<file path="config.mk">
export PLATFORM = sky130hd
export DESIGN_NAME = wall_tracker
export DESIGN_NICKNAME = d
export VERILOG_FILES = /design/src/rtl/wall_tracker_pkg.sv /design/src/rtl/wall_tracker_next.sv /design/src/rtl/wall_tracker_decode.sv /design/src/rtl/wall_tracker_reg.sv /design/src/rtl/wall_tracker.sv
export SDC_FILE = /design/constraint.sdc
export NUM_CORES = 1
export LEC_CHECK = 0
export CAP_MARGIN = 10
export CELL_PAD_IN_SITES_DETAIL_PLACEMENT = 0
export CELL_PAD_IN_SITES_GLOBAL_PLACEMENT = 1
export CORE_AREA = 2 2 39 41
export CTS_CLUSTER_DIAMETER = 120
export DETAILED_ROUTE_END_ITERATION = 6
export DIE_AREA = 0 0 41 43
export DONT_BUFFER_PORTS = 1
export GPL_TIMING_DRIVEN = 0
export PLACE_DENSITY = 0.32
export SETUP_SLACK_MARGIN = 0.05
export SKIP_CTS_REPAIR_TIMING = 1
export SYNTH_ARGS = -nofsm -noshare
export SYNTH_HDL_FRONTEND = slang
export SYNTH_SLANG_ARGS = --single-unit
</file>
<file path="constraint.sdc">
create_clock -name clk_i -period 2.97 [get_ports clk_i]
set_input_delay 0.4455 -clock clk_i [delete_from_list [all_inputs] [get_ports clk_i]]
set_output_delay 0.4455 -clock clk_i [all_outputs]
set_load 0.02 [all_outputs]
</file>
<file path="src/rtl/wall_tracker_pkg.sv">
package wall_tracker_pkg;
  localparam int unsigned STATE_W = 2;
  localparam int unsigned CMD_W   = 3;

  typedef enum logic [STATE_W-1:0] {
    ST_SEEK  = 2'b00,
    ST_PIVOT = 2'b01,
    ST_HUG   = 2'b10,
    ST_DRIFT = 2'b11
  } trk_state_e;

  typedef struct packed {
    logic fwd;
    logic right;
    logic left;
  } trk_cmd_t;
endpackage

</file>
<file path="src/rtl/wall_tracker_next.sv">
module wall_tracker_next
  import wall_tracker_pkg::*;
(
  input  trk_state_e cur_i,
  input  logic       left_i,
  input  logic       right_i,
  output trk_state_e nxt_o
);
  logic any_touch;
  assign any_touch = left_i | right_i;

  always_comb begin
    nxt_o = cur_i;
    case (cur_i)
      ST_SEEK:  nxt_o = any_touch ? ST_PIVOT : ST_SEEK;
      ST_PIVOT: nxt_o = any_touch ? ST_PIVOT : ST_DRIFT;
      ST_HUG, ST_DRIFT: begin
        if (left_i)       nxt_o = ST_PIVOT;
        else if (right_i) nxt_o = ST_HUG;
        else              nxt_o = ST_DRIFT;
      end
      default: nxt_o = ST_SEEK;
    endcase
  end
endmodule

</file>
<file path="src/rtl/wall_tracker_decode.sv">
module wall_tracker_decode
  import wall_tracker_pkg::*;
(
  input  trk_state_e cur_i,
  output trk_cmd_t   cmd_o
);
  always_comb begin
    cmd_o = '{fwd: 1'b1, right: 1'b0, left: 1'b0};
    case (cur_i)
      ST_SEEK:  cmd_o = '{fwd: 1'b1, right: 1'b0, left: 1'b0};
      ST_PIVOT: cmd_o = '{fwd: 1'b0, right: 1'b0, left: 1'b1};
      ST_HUG:   cmd_o = '{fwd: 1'b1, right: 1'b0, left: 1'b1};
      ST_DRIFT: cmd_o = '{fwd: 1'b1, right: 1'b1, left: 1'b0};
      default:  cmd_o = '{fwd: 1'b1, right: 1'b0, left: 1'b0};
    endcase
  end
endmodule

</file>
<file path="src/rtl/wall_tracker_reg.sv">
module wall_tracker_reg
  import wall_tracker_pkg::*;
(
  input  logic       clk_i,
  input  logic       rst_i,
  input  trk_state_e nxt_i,
  output trk_state_e cur_o
);
  always_ff @(posedge clk_i) begin
    if (rst_i) cur_o <= ST_SEEK;
    else       cur_o <= nxt_i;
  end
endmodule

</file>
<file path="src/rtl/wall_tracker.sv">
module wall_tracker
  import wall_tracker_pkg::*;
(
  input  logic               clk_i,
  input  logic               rst_i,
  input  logic               touch_l_i,
  input  logic               touch_r_i,
  output logic [CMD_W-1:0]   cmd_o,
  output logic [STATE_W-1:0] mode_o
);
  trk_state_e cur_q;
  trk_state_e nxt_d;
  trk_cmd_t   cmd_d;

  wall_tracker_next u_next (
    .cur_i   (cur_q),
    .left_i  (touch_l_i),
    .right_i (touch_r_i),
    .nxt_o   (nxt_d)
  );

  wall_tracker_reg u_reg (
    .clk_i (clk_i),
    .rst_i (rst_i),
    .nxt_i (nxt_d),
    .cur_o (cur_q)
  );

  wall_tracker_decode u_dec (
    .cur_i (cur_q),
    .cmd_o (cmd_d)
  );

  assign cmd_o  = cmd_d;
  assign mode_o = cur_q;
endmodule

</file>
==> results.json, run 1 <==
{
  "hold_path.class": "in2reg",
  "mostFrequentLayoutCell": "sky130_fd_sc_hd__ha_1",
  "global_route.overflow_total": 0,
  "yosys.cell_types.count": 9,
  "startpoint_of_the_tightest_hold_check_path": "rst_i",
  "diodes": 0,
  "critPathKind": "reg2out",
  "p_leak_nw": 0.0995,
  "report.final.hold_viol_count": 0,
  "worst-endpoint-required_ns": 2.52,
  "placedInstanceArea_sq_um": 210,
  "die_y_microns": 43,
  "cts.reportedPaths.clkPinSlew_ns": 0.03,
  "fin_crit_period_ns": 1.77,
  "power_density_mw_per_mm2": 725,
  "maximum_number_of_pins_on_one_net_before_global_route_repair": 8,
  "worstPathArrival_ns": 1.33,
  "crit_path_end_kind": "primary output",
  "detailed_place_hpwl_microns": 306,
  "setup_viol": 0,
  "timing.reg2reg.worst_path_depth": 4,
  "finish.instance_area_sq_um": 233,
  "outcome": "finished, final reports clean",
  "floorplan.io_pins": 9,
  "initial_utilization": 0.137,
  "cts_buffers": 3,
  "yosysSeqAreaShare": 0.211,
  "tritoncts": "done",
  "max_freq_ghz": 0.564,
  "die-area_sq_mm": 0.00176,
  "via_count": 135,
  "max_cap_violations": 0,
  "vias_per_cell": 3.55,
  "core_area_sq_mm": 0.00138,
  "min_delay_path_depth": 1,
  "timing.setup.tns_ns": 0,
  "syn_area_per_cell_sq_um": 10.0,
  "gpl.final_weighted_congestion": 0.664,
  "synthesis.area_sq_um": 190,
  "grt_first_pass_wirelength_microns": 627,
  "finalCritPeriodShare": 0.597,
  "reg2reg_slack_ns": 1.47,
  "grt_pass1_vias": 158,
  "clk_root_buffer_cell": "sky130_fd_sc_hd__clkbuf_4",
  "grt_use_total": 0.0601,
  "yosys_warnings": 0,
  "dieWidth_microns": 41,
  "totalWireLength_microns": 385,
  "relSlewSlack": 0.714,
  "drt_wl_cell_microns": 10.1,
  "max_slew_violation_total_from_the_final_report": 0,
  "yosys_register_bits": 2,
  "clkLatencyLatePin_ns": 0.22,
  "setup_repair_after_global_routing_missed_its_margin": "no",
  "timing_worst_slew_pin_value_ns": 0.429,
  "fin_worst_skew_ns": 0.00192,
  "num-nets-final": 34,
  "clock_tree.htree_level_count": 1,
  "cts.sinks": 2,
  "io_buffers": 0,
  "row_count": 14,
  "syn-num-nets": 29,
  "startpoint_type": "flip-flop",
  "power.ir.vdd_worst_mv": 0.124,
  "cts.path.max_buffers": 2,
  "syn_to_final_growth_pct": 22.4,
  "antenna_found_initial": 0,
  "syn_inst": 19,
  "crit_path_max_fanout": 7,
  "drt-pass1-iter-count": 1,
  "drtAntennaViolNets": 0,
  "layout.cells.most_common_list": "6 x sky130_fd_sc_hd__ha_1, 3 x sky130_fd_sc_hd__inv_1, 3 x sky130_fd_sc_hd__clkbuf_4",
  "dr.first_iter.drc_count": 0,
  "layout-drive-gt1-share": 0.227,
  "remaining_design_rule_violation_count": 0
}
## through the flow
stage / cells / utilization / power (W) / setup WS [ns] / hold slack [ns]
floorplan: 19 / - / 0.000101 / 1.52 / 0.514
global placement: 35 / 0.152 / 0.000113 / 1.41 / 0.519
detailed placement: 35 / 0.152 / 0.000112 / 1.41 / 0.516
CTS: 38 / 0.168 / 0.000177 / 1.16 / 0.274
global route: 38 / 0.168 / 0.000184 / 1.10 / 0.285
finish: 38 / 0.168 / 0.000169 / 1.20 / 0.287
## logic make-up (layout without fill, tap and decap cells)
group	after synthesis	after routing	synth area share
AO/OA/AOI/OAI	2	2	0.158
XOR/XNOR	1	1	0.0461
adder cells (fa/ha/maj)	6	6	0.395
buffers and inverters	3	6	0.0592
flip-flops	2	2	0.211
AND/OR/NAND/NOR	5	5	0.132
## synth_stat cells, drive strengths merged
library cell  number  area share
a2111oi            2        0.16
xor2               1       0.046
nor2               2       0.039
nor3               1       0.026
ha                 6        0.39
inv                3       0.059
nor2b              1       0.033
nand2b             1       0.033
dfxtp              2        0.21
## final cells by class
cell class              count  area [sq um]
clock buffers               3          22.5
fillers                   152          1150
inverters                   3          11.3
multi-input cells          14           139
flip-flops and latches      2          40.0
well taps                  16          20.0
## worst max-delay path, cell delays in order (launching register included)
cell and delay, ns:
sky130_fd_sc_hd__dfxtp_1 0.57, sky130_fd_sc_hd__inv_1 0.12, sky130_fd_sc_hd__ha_1 0.41
## where the power goes
part / internal, W / switching (W)
registers: 0.0000321 / 0.0000166
clock network: 0.0000445 / 0.0000147
logic: 0.0000229 / 0.0000379
## worst max path at each step
stage / to / slack, ns / cells after the start
floorplan: cmd_o[0] / 1.52 / 2
global placement: flip-flop / 1.41 / 4
detailed placement: cmd_o[0] / 1.41 / 2
CTS: cmd_o[0] / 1.16 / 2
global route: cmd_o[0] / 1.10 / 2
finish: cmd_o[0] / 1.20 / 2
## layer usage
layer	track usage	part of all wire	vias to the layer above
met5	0	0	-
met4	0.0800	0	0
met3	0.0262	0.11	0
met2	0.0781	0.50	6
met1	0.0573	0.39	61
li1	-	-	68
Note: power is estimated with default switching activity, not from simulation.
==> inputs of run 2 (changes only) <==
- clock period: 2.97 -> 1.8 ns (I/O delays scaled with it)
==> results of run 2 <==
Same layout as run 1 (identical final DEF). Status: finished, final reports clean.
Among the figures that moved: setup slack after placement 1.41 ns -> 0.273 ns; setup slack after layout 1.20 ns -> 0.203 ns; hold slack 0.287 ns -> 0.111 ns; register-to-register setup slack 1.47 ns -> 0.30 ns; total power 0.000169 W -> 0.000278 W; worst IR drop on VDD 0.124 mV -> 0.205 mV
